`src/rtl/opnd_addr_gen.sv`:
```
module opnd_addr_gen (
  input  logic        clk,
  input  logic        rst,
  input  logic        req,
  input  logic [1:0]  mode,
  input  logic [7:0]  opnd,
  input  logic [2:0]  opc,
  input  logic        bitop,
  input  logic [2:0]  dbank,
  input  logic [15:0] idx,
  input  logic [15:0] xptr,
  input  logic [4:0]  rbank,
  input  logic        rd_stb,
  input  logic [7:0]  rd_data,
  input  logic        set_bit,
  output logic [15:0] addr,
  output logic [2:0]  bit_idx,
  output logic        addr_vld,
  output logic        illegal,
  output logic [7:0]  wr_data,
  output logic        wr_vld
);

  localparam logic [1:0] M_DIR = 2'd0, M_IDX = 2'd1, M_PTR = 2'd2, M_REG = 2'd3;

  logic [15:0] dir_a, idx_a, reg_a, nxt_a;
  logic [7:0]  mask;

  assign dir_a = opnd[7] ? 16'h0080 + {6'd0, dbank, opnd[6:0]} : {8'h00, opnd};
  assign idx_a = idx + {{8{opnd[7]}}, opnd};
  assign reg_a = {8'h01, rbank, opc};
  assign mask  = 8'h01 << bit_idx;

  always_comb begin
    case (mode)
      M_DIR:   nxt_a = dir_a;
      M_IDX:   nxt_a = idx_a;
      M_PTR:   nxt_a = xptr;
      default: nxt_a = reg_a;
    endcase
  end

  always_ff @(posedge clk) begin
    if (rst) begin
      addr <= '0; bit_idx <= '0; addr_vld <= 1'b0; illegal <= 1'b0;
      wr_data <= '0; wr_vld <= 1'b0;
    end else begin
      addr_vld <= req;
      illegal  <= req && bitop && (mode != M_DIR);
      if (req) begin
        addr    <= nxt_a;
        bit_idx <= (mode == M_DIR) ? opc : 3'd0;
      end
      wr_vld <= rd_stb;
      if (rd_stb) wr_data <= set_bit ? (rd_data | mask) : (rd_data & ~mask);
    end
  end

  a_r7_valid_pulse: assert property (@(posedge clk) disable iff (rst)
    1'b1 |=> (addr_vld == $past(req)));
  a_r2_window: assert property (@(posedge clk) disable iff (rst)
    (req && mode == M_DIR && opnd[7]) |=> (addr >= 16'h0080 && addr <= 16'h047F));
  a_r5_pointer: assert property (@(posedge clk) disable iff (rst)
    (req && mode == M_PTR) |=> (addr == $past(xptr)));
  a_r3_bit_zero: assert property (@(posedge clk) disable iff (rst)
    (req && mode != M_DIR) |=> (bit_idx == 3'd0));
  a_r9_legal: assert property (@(posedge clk) disable iff (rst)
    !addr_vld |-> !illegal);
  a_r12_wr_pulse: assert property (@(posedge clk) disable iff (rst)
    1'b1 |=> (wr_vld == $past(rd_stb)));
  a_r10_only_one_bit: assert property (@(posedge clk) disable iff (rst)
    rd_stb |=> ((($past(rd_data) ^ wr_data) & ~(8'h01 << $past(bit_idx))) == 8'h00));
  a_r8_reset: assert property (@(posedge clk)
    rst |=> (!addr_vld && !wr_vld && !illegal && addr == 16'h0000));

endmodule

```
`config.mk`:
```
export PLATFORM = sky130hd
export DESIGN_NAME = opnd_addr_gen
export DESIGN_NICKNAME = d
export VERILOG_FILES = /design/src/rtl/opnd_addr_gen.sv
export SDC_FILE = /design/constraint.sdc
export NUM_CORES = 1
export LEC_CHECK = 0
export CORE_ASPECT_RATIO = 1.1
export CORE_UTILIZATION = 48
export CTS_CLUSTER_SIZE = 40
export DETAILED_ROUTE_END_ITERATION = 8
export PLACE_DENSITY = 0.95
export SLEW_MARGIN = 20
export SYNTH_ARGS = -nofsm -noshare
export SYNTH_HDL_FRONTEND = slang
export SYNTH_SLANG_ARGS = --single-unit
```
`constraint.sdc`:
```
create_clock -name clk -period 6.8 [get_ports clk]
set_input_delay 1.36 -clock clk [delete_from_list [all_inputs] [get_ports clk]]
set_output_delay 1.36 -clock clk [all_outputs]
set_load 0.01 [all_outputs]
```
==> results.cfg, run 1 <==
[run_status]
result_of_the_run = completed

[synthesis]
predominant_post_synthesis_flop_cell = sky130_fd_sc_hd__dfxtp_1
synth_seq_cells = 30
post_synth.cell_area_avg_um2 = 7.84
sequential_cell_area_fraction_in_the_yosys_report_pct = 24.4
synth_top_cells_by_count = sky130_fd_sc_hd__dfxtp_1, sky130_fd_sc_hd__nor2_1, sky130_fd_sc_hd__nand2_1, sky130_fd_sc_hd__a21oi_1, sky130_fd_sc_hd__o21ai_0
synthMostInstantiatedCell = sky130_fd_sc_hd__dfxtp_1
synth_fp_nets = 398
synth.largest_area_cell = sky130_fd_sc_hd__dfxtp_1
postSynth.asyncResetShare_pct = 0
number_of_unique_standard_cell_types_used_by_synthesis = 53
postSynthCellCount = 314
synth_enable_flop_cells = 0
yosysWarningCount = 0
area_fraction_of_the_dominant_cell_type_after_synthesis_pct = 24.4
synth_top_cells_by_area = sky130_fd_sc_hd__dfxtp_1, sky130_fd_sc_hd__ha_1, sky130_fd_sc_hd__mux2i_1, sky130_fd_sc_hd__a21oi_1, sky130_fd_sc_hd__a211oi_1
mappedNetlistArea_um2 = 2460

[global_route]
grt_antenna_before_repair = 0
globalRouteTotalUtil_pct = 28.4
maximum_number_of_pins_on_one_net_before_global_route_repair = 39
global_route.overflow_total = 0
via_count_of_the_first_global_routing_pass = 2651
grt_first_pass_wirelength_um = 12600

[critical_path]
crit-reg2reg-launch = addr[13]$_SDFFE_PP0P_
crit_path_max_fanout = 13
crit_path_start = opnd[7]
arrival_ns = 3.98
slowest_stage = sky130_fd_sc_hd__clkdlybuf4s50_1
timing.critical_path.cells = clkdlybuf4s50_1, ha_1, a21o_1, or4b_1, o211ai_2, nor4_1, or3_1
critical_path_required_ns = 6.96
path_delay_family = simple AND/OR/NAND/NOR gates
end_kind = flip-flop
worst_setup_path_start_kind = input pin
worst-path-buf-inv = 1
slowest_delay_ns = 0.71
path_class = in -> reg

[placed_design]
post-dp-hpwl_um = 5840
placed_cell_count = 446
postPlaceCellArea_um2 = 3420
port_buffers = 96
place.gp.congestion = 0.936

[worst_hold_path]
min_from = addr[3]$_SDFFE_PP0P_
min_path_type = reg -> reg

[detailed_routing]
postRouteWirelength_um = 7610
dr.first_iter.drc_count = 211
drt_drc_violations_left = 0
vias_per_cell = 6.15
wl_per_cell_um = 16.8
dr.pass1.iters = 4
routed-via-count = 2793
drtAntennaViolNets = 0

[clock_tree]
clock_tree.buffer_depth = 2
ctsRootBufferMaster = sky130_fd_sc_hd__clkbuf_8
clock_sinks = 30
tritoncts_clock_tree = built
post_cts_resized = 0
cts_made_buffers = 5
htree_num_levels = 2
postCtsSetupRepairBufs = 0
cts_hold_repair.buffers = 0
clk-insertion-delay-late_ns = 0.28
clk_pin_slew_worst_setup_hold_paths_ns = 0.07

[timing]
slew_headroom_pct = 38.2
maxClockFrequency_mhz = 262
setup_repair_after_global_routing_missed_its_margin = false
final-max-slew-violation-count = 0
setup-violations-final = 0
tightest_slew_ns = 0.924
hold_viol_final = 0
layout_min_cycle_time_ns = 3.82
setup_tns_ns = 0
final.period_utilization_pct = 56.2
fin_worst_skew_ns = 0.00622

[floorplan]
chipHeight_um = 77.1
die_area_um2 = 5420
io-pin-count = 97
core_area_um2 = 4780
die_width_um = 70.3
effective_utilization_at_floorplan_pct = 51.5
placement_rows = 26

[flow_run]
cap_viol_max_count = 0

[power_and_ir_drop]
power_density_cells_nw_per_um2 = 163
leakagePower_nw = 1.38
vdd.ir_drop.worst_uv = 84.7

[layout]
postLayoutCellArea_um2 = 3520
fill_cells = 353
area_growth_syn_to_layout_pct = 43.2
fin_util_pct = 73.7
antennaDiodeCount = 0
post_layout_nonfiller_instances = 454
nNetsFinal = 481
final_layout_size_suffix_gt1_share_pct = 5.03
[final timing paths]
kind / to / slack [ns] / depth (start not counted)
setup / recovery: addr[15]$_SDFFE_PP0P_ / 2.98 / 7
hold / removal: addr[3]$_SDFFE_PP0P_ / 0.48 / 2
setup reg to reg: addr[13]$_SDFFE_PP0P_ / 5.47 / 4
hold reg to reg: addr[3]$_SDFFE_PP0P_ / 0.48 / 2
[metrics by stage]
stage               power [W]  worst slack, ns  hold WS [ns]
finish               0.000575             2.98         0.481
global route         0.000604             2.86         0.518
floorplan            0.000309             3.73         0.494
CTS                  0.000574             3.01         0.480
global placement     0.000392             2.82         0.459
detailed placement   0.000400             2.72         0.470
[state kept, by name (all words and copies together), names as in the netlist]
register,flops
bit_idx,3
addr_vld,1
addr,16
wr_vld,1
illegal,1
wr_data,8
[layout by cell type, fill, tap and decap left out, drive strengths merged, types with 3 or more instances in the layout]
master / count
a21o: 3
inv: 7
a31oi: 5
nor2: 28
mux4: 3
a21oi: 23
dfxtp: 30
clkdlybuf4s50: 96
nor3: 5
nand4: 4
nor2b: 8
ha: 16
nor3b: 3
nand2b: 10
o211ai: 7
a211oi: 14
nand3: 15
or3: 5
a2111oi: 3
a311oi: 3
nor4: 3
o22ai: 3
nand2: 27
mux2: 4
mux2i: 14
o2111ai: 3
clkbuf: 5
xor2: 5
o21ai: 19
[cell type report]
cell class	instances	area, um^2	share of cell area (%)
sequential	30	601	17.0
tap	56	70.1	1.99
clock buffer	5	68.8	1.95
inverter	7	26.3	0.745
clock inverter	3	40.0	1.14
timing repair buffer	98	976	27.7
multi-input combinational	255	1740	49.4
[routing by layer]
metal	global-route usage [%]	share of wire, %	vias to the layer above
met3	4.34	5.6	17
li1	-	-	1345
met4	6.40	1.4	0
met5	0	0	-
met2	50.9	52	128
met1	35.2	41	1303
[report_power, final]
part	switching, W	internal [W]	total, W
logic	0.0000984	0.000105	0.000203
registers	0.00000808	0.000188	0.000196
clock network	0.0000677	0.000108	0.000175
total	0.000174	0.000401	0.000575
[logic make-up after synthesis]
family	share of synthesized area (%)
compound gates	25.3
xor+xnor	2.14
fa+ha+maj	8.95
buf+inv	4.78
flops	24.4
mux	10.3
simple gates	24.1
[worst min-delay path: stages (launching register included)]
cell and delay (ns):
sky130_fd_sc_hd__dfxtp_1 0.31, sky130_fd_sc_hd__nand2b_1 0.06, sky130_fd_sc_hd__a21oi_1 0.06
No activity file was read; power rests on OpenSTA's default activity.
==> inputs of run 2 (changes only) <==
CORE_UTILIZATION = 44   (was 48)
PLACE_DENSITY = 0.9   (was 0.95)
clock period = 3.6 ns   (was 6.8 ns; I/O delays follow)
==> results.cfg, run 2 (same netlist as run 1, synthesis figures left out) <==
[layout]
largest_register = addr
area_growth_syn_to_layout_pct = 45.0
multi_input_gate_area_in_the_final_layout_um2 = 1740
most_common_cell_after_layout_fill_and_taps_aside = sky130_fd_sc_hd__clkdlybuf4s50_1
largest_reg_flops = 16
largestRegisters = addr (16), wr_data (8), bit_idx (3)
fin_util_pct = 66.1
final_layout_size_suffix_gt1_share_pct = 5.96
nNetsFinal = 486
fill_cells = 468
most-common-layout-cells = sky130_fd_sc_hd__clkdlybuf4s50_1, sky130_fd_sc_hd__dfxtp_1, sky130_fd_sc_hd__nor2_1, sky130_fd_sc_hd__nand2_1, sky130_fd_sc_hd__a21oi_1
final-seq-area_um2 = 601
antennaDiodeCount = 0

[clock_tree]
ctsRootBufferMaster = sky130_fd_sc_hd__clkbuf_8
clock_tree.buffer_depth = 2
clk-insertion-delay-late_ns = 0.28
cts_made_buffers = 5
post_cts_resized = 0
tritoncts_clock_tree = built
clk_pin_slew_worst_setup_hold_paths_ns = 0.07
cts_hold_repair.buffers = 0
htree_num_levels = 2
clock_sinks = 30
postCtsSetupRepairBufs = 0

[timing]
final-max-slew-violation-count = 0
setup-violations-final = 0
slew_headroom_pct = 57.2
hold_viol_final = 0
fin_worst_skew_ns = 0.00216
setup_repair_after_global_routing_missed_its_margin = false
maxClockFrequency_mhz = 338
setup_tns_ns = 0
final.period_utilization_pct = 82.1
tightest_slew_ns = 0.639
layout_min_cycle_time_ns = 2.96

[floorplan]
die_area_um2 = 5900
core_area_um2 = 5400
die_width_um = 73.3
effective_utilization_at_floorplan_pct = 45.6
placement_rows = 28
io-pin-count = 97
chipHeight_um = 80.4

[global_route]
via_count_of_the_first_global_routing_pass = 2619
grtUsageMet1_pct = 31.2
grt_antenna_before_repair = 0
globalRouteTotalUtil_pct = 27.2
grt_first_pass_wirelength_um = 12400
maximum_number_of_pins_on_one_net_before_global_route_repair = 32
global_route.overflow_total = 0
global_route.usage.met3_pct = 5.52
use_met2_pct = 48.7
top_usage_layer = met2

[detailed_routing]
drt_drc_violations_left = 0
dr.first_iter.drc_count = 132
vias_per_cell = 5.85
dr.pass1.iters = 5
wl_per_cell_um = 16.3
drtAntennaViolNets = 0
postRouteWirelength_um = 7800
routed-via-count = 2796

[worst_hold_path]
min_delay_worst_endpoint = addr[4]$_SDFFE_PP0P_
min_path_type = reg -> reg
min_from = addr[4]$_SDFFE_PP0P_
hold-path-cell-count = 2

[power_and_ir_drop]
p_total_w = 0.00104
power_density_cells_nw_per_um2 = 291
vdd.ir_drop.worst_uv = 158
leakagePower_nw = 1.39

[critical_path]
ff2ff_path_depth = 4
crit-reg2reg-launch = addr[13]$_SDFFE_PP0P_
arrival_ns = 3.12
ff2ff_setup_slack_ns = 2.33
critical_path_required_ns = 3.77
timing.rr.end = addr[13]$_SDFFE_PP0P_
crit_path_max_fanout = 7
worst_setup_path_start_kind = input pin
end_kind = flip-flop
path_class = in -> reg

[flow_run]
cap_viol_max_count = 0

[placed_design]
place.gp.congestion = 0.978
port_buffers = 96
post-dp-hpwl_um = 5950

[run_status]
result_of_the_run = completed
[run 2: cell types whose count changed in the layout (fill, tap and decap cells not counted)]
| cell | delta |
|---|---|
| sky130_fd_sc_hd__clkbuf_1 | +1 |
| sky130_fd_sc_hd__bufinv_16 | -1 |
| sky130_fd_sc_hd__clkinv_2 | -1 |
| sky130_fd_sc_hd__buf_4 | +5 |
| sky130_fd_sc_hd__clkbuf_8 | +1 |
[run 2: worst max-delay path by stage]
stage                     startpoint                    end  slack, ns  cells after the start
after floorplan              opnd[6]  addr[15]$_SDFFE_PP0P_       1.17                      7
after global placement       opnd[7]  addr[15]$_SDFFE_PP0P_       0.48                      7
after detailed placement     opnd[7]  addr[15]$_SDFFE_PP0P_       0.40                      7
after CTS                    opnd[7]  addr[15]$_SDFFE_PP0P_       0.68                      7
after global routing         opnd[7]  addr[14]$_SDFFE_PP0P_       0.52                      8
final                        opnd[7]  addr[15]$_SDFFE_PP0P_       0.64                      7
[run 2: worst max-delay path, cell delays in order]
cell and delay [ns]:
sky130_fd_sc_hd__clkdlybuf4s50_1 0.56, sky130_fd_sc_hd__ha_1 0.46, sky130_fd_sc_hd__a21o_1 0.23, sky130_fd_sc_hd__or4b_1 0.53, sky130_fd_sc_hd__o211ai_2 0.24, sky130_fd_sc_hd__nor4_1 0.06, sky130_fd_sc_hd__or3_1 0.31
[run 2: layer usage]
layer  vias up  routed length, um
li1       1354                  -
met1      1287               3120
met5         -                  0
met4         0                241
met2       128               3880
met3        27                555
[run 2: final cells by class]
cell class	count	area share (%)
sequential	30	16.8
clock inverter	1	0.140
timing repair buffer	103	28.4
inverter	7	0.736
multi-input combinational	255	48.8
tap	75	2.63
clock buffer	7	2.42
[run 2: per-stage QoR]
step | worst slack, ns | std cells | instance area [um^2] | hold WS, ns
floorplan | 1.17 | 314 | 2460 | 0.494
global placement | 0.481 | 470 | 3480 | 0.460
detailed placement | 0.403 | 470 | 3480 | 0.471
CTS | 0.681 | 478 | 3570 | 0.482
global route | 0.519 | 478 | 3570 | 0.505
finish | 0.644 | 478 | 3570 | 0.487
[run 2: power breakdown]
group	leakage [nW]	internal, W	switching (W)
Sequential	0.248	0.000355	0.0000135
Combinational	1.09	0.000201	0.000189
Clock	0.0482	0.000154	0.000126
==> inputs of run 3 (changes only) <==
clock period = 3.02 ns   (was 3.6 ns; I/O delays follow)
==> results.cfg, run 3 (same netlist as run 1, synthesis figures left out) <==
[global_route]
globalRouteTotalUtil_pct = 27.3
via_count_of_the_first_global_routing_pass = 2765
maximum_number_of_pins_on_one_net_before_global_route_repair = 38
grt_first_pass_wirelength_um = 12400
global_route.overflow_total = 0
grt_antenna_before_repair = 0

[power_and_ir_drop]
power_density_cells_nw_per_um2 = 344
p_total_w = 0.00125
vdd.ir_drop.worst_uv = 160
leakagePower_nw = 1.44

[clock_tree]
tritoncts_clock_tree = built
postCtsSetupRepairBufs = 0
cts_made_buffers = 5
clock_tree.buffer_depth = 2
post_cts_resized = 0
ctsRootBufferMaster = sky130_fd_sc_hd__clkbuf_8
clk_pin_slew_worst_setup_hold_paths_ns = 0.07
clock_sinks = 30
cts_hold_repair.buffers = 0
clk-insertion-delay-late_ns = 0.28
htree_num_levels = 2

[worst_hold_path]
min_path_type = reg -> reg

[timing]
setup_tns_ns = 0
fin_worst_skew_ns = 0.00221
tightest_slew_ns = 0.563
setup-violations-final = 0
setup_repair_after_global_routing_missed_its_margin = false
final.period_utilization_pct = 88.8
whs_ns = 0.474
layout_min_cycle_time_ns = 2.68
hold_viol_final = 0
maxClockFrequency_mhz = 373
final-max-slew-violation-count = 0
slew_headroom_pct = 62.4

[placed_design]
place.gp.congestion = 0.859
port_buffers = 96
placed_cell_count = 480
post-dp-hpwl_um = 6080
postPlaceCellArea_um2 = 3550

[layout]
nNetsFinal = 496
antennaDiodeCount = 0
most_common_cell_after_layout_fill_and_taps_aside = sky130_fd_sc_hd__clkdlybuf4s50_1
postLayoutCellArea_um2 = 3640
final_layout_size_suffix_gt1_share_pct = 8.23
area_growth_syn_to_layout_pct = 48.0
most-common-layout-cells = sky130_fd_sc_hd__clkdlybuf4s50_1, sky130_fd_sc_hd__dfxtp_1, sky130_fd_sc_hd__nor2_1, sky130_fd_sc_hd__nand2_1, sky130_fd_sc_hd__a21oi_1
largest_register = addr
largest_reg_flops = 16
post_layout_nonfiller_instances = 488
largestRegisters = addr (16), wr_data (8), bit_idx (3)

[detailed_routing]
dr.pass1.iters = 4
routed-via-count = 2818
drtAntennaViolNets = 0
postRouteWirelength_um = 7770
dr.first_iter.drc_count = 149
vias_per_cell = 5.77
wl_per_cell_um = 15.9
drt_drc_violations_left = 0

[critical_path]
arrival_ns = 2.85
crit-reg2reg-launch = addr[13]$_SDFFE_PP0P_
path_delay_family = simple AND/OR/NAND/NOR gates
timing.critical_path.cells = clkdlybuf4s50_1, ha_1, a21oi_1, or4b_1, o211ai_2, nor4_1, or3_1
crit_path_start = opnd[7]
slowest_stage = sky130_fd_sc_hd__clkdlybuf4s50_1
slowest_delay_ns = 0.55
critical_path_cell_count = 7
worst-path-buf-inv = 1
worst_setup_path_start_kind = input pin
worstSetupEndpoint = addr[15]$_SDFFE_PP0P_
ff2ff_path_depth = 4
path_class = in -> reg
end_kind = flip-flop
ff2ff_setup_slack_ns = 1.63
crit_path_max_fanout = 6
critical_path_required_ns = 3.19
timing.rr.end = addr[13]$_SDFFE_PP0P_

[floorplan]
chipHeight_um = 80.4
die_width_um = 73.3
core_area_um2 = 5400
effective_utilization_at_floorplan_pct = 45.6
placement_rows = 28
die_area_um2 = 5900
io-pin-count = 97

[flow_run]
cap_viol_max_count = 0

[run_status]
result_of_the_run = completed
-- run 3: cell types whose count changed in the layout (fill, tap and decap cells not counted), sizes merged --
cell | previous run | this run
buf | 7 | 17
-- run 3: layout make-up --
type	count	area (um^2)
Fill cell	477	1750
Tap cell	75	93.8
Sequential cell	30	601
Clock inverter	1	5.00
Inverter	7	26.3
Multi-Input combinational cell	255	1740
Timing Repair Buffer	113	1090
Clock buffer	7	86.3
-- run 3: metal layers --
layer	GRT usage, %	routed length, um	vias to the layer above
met5	0	0	-
met2	49.3	3930	122
met3	6.27	559	23
met4	13.7	233	0
met1	29.4	3050	1296
li1	-	-	1377
-- run 3: tightest hold or removal path: cells and delay by family, from the launching register on --
| family | cells | cell delay, ns |
|---|---|---|
| flip-flops | 1 | 0.31 |
| AND/OR/NAND/NOR | 1 | 0.06 |
| AO/OA/AOI/OAI | 1 | 0.06 |
-- run 3: worst min-delay path by stage --
stage,slack (ns),cells after the start,from,end
3_3_place_gp,0.46,2,addr[4]$_SDFFE_PP0P_,addr[4]$_SDFFE_PP0P_
2_1_floorplan,0.49,2,addr[3]$_SDFFE_PP0P_,addr[3]$_SDFFE_PP0P_
3_5_place_dp,0.46,2,addr[4]$_SDFFE_PP0P_,addr[4]$_SDFFE_PP0P_
4_1_cts,0.47,2,addr[4]$_SDFFE_PP0P_,addr[4]$_SDFFE_PP0P_
6_report,0.47,2,addr[4]$_SDFFE_PP0P_,addr[4]$_SDFFE_PP0P_
5_1_grt,0.50,2,addr[4]$_SDFFE_PP0P_,addr[4]$_SDFFE_PP0P_
-- run 3: where the power goes --
part / switching [W] / internal (W) / leakage [nW]
sequential: 0.0000165 / 0.000424 / 0.248
combinational: 0.000224 / 0.000252 / 1.14
clock: 0.000153 / 0.000184 / 0.0482
-- run 3: per-stage QoR --
step	utilization [%]	setup WS, ns
after CTS	67.5	0.354
after global routing	67.5	0.125
after global placement	65.8	0.147
after detailed placement	65.8	0.0656
final	67.5	0.339
after floorplan	-	0.701
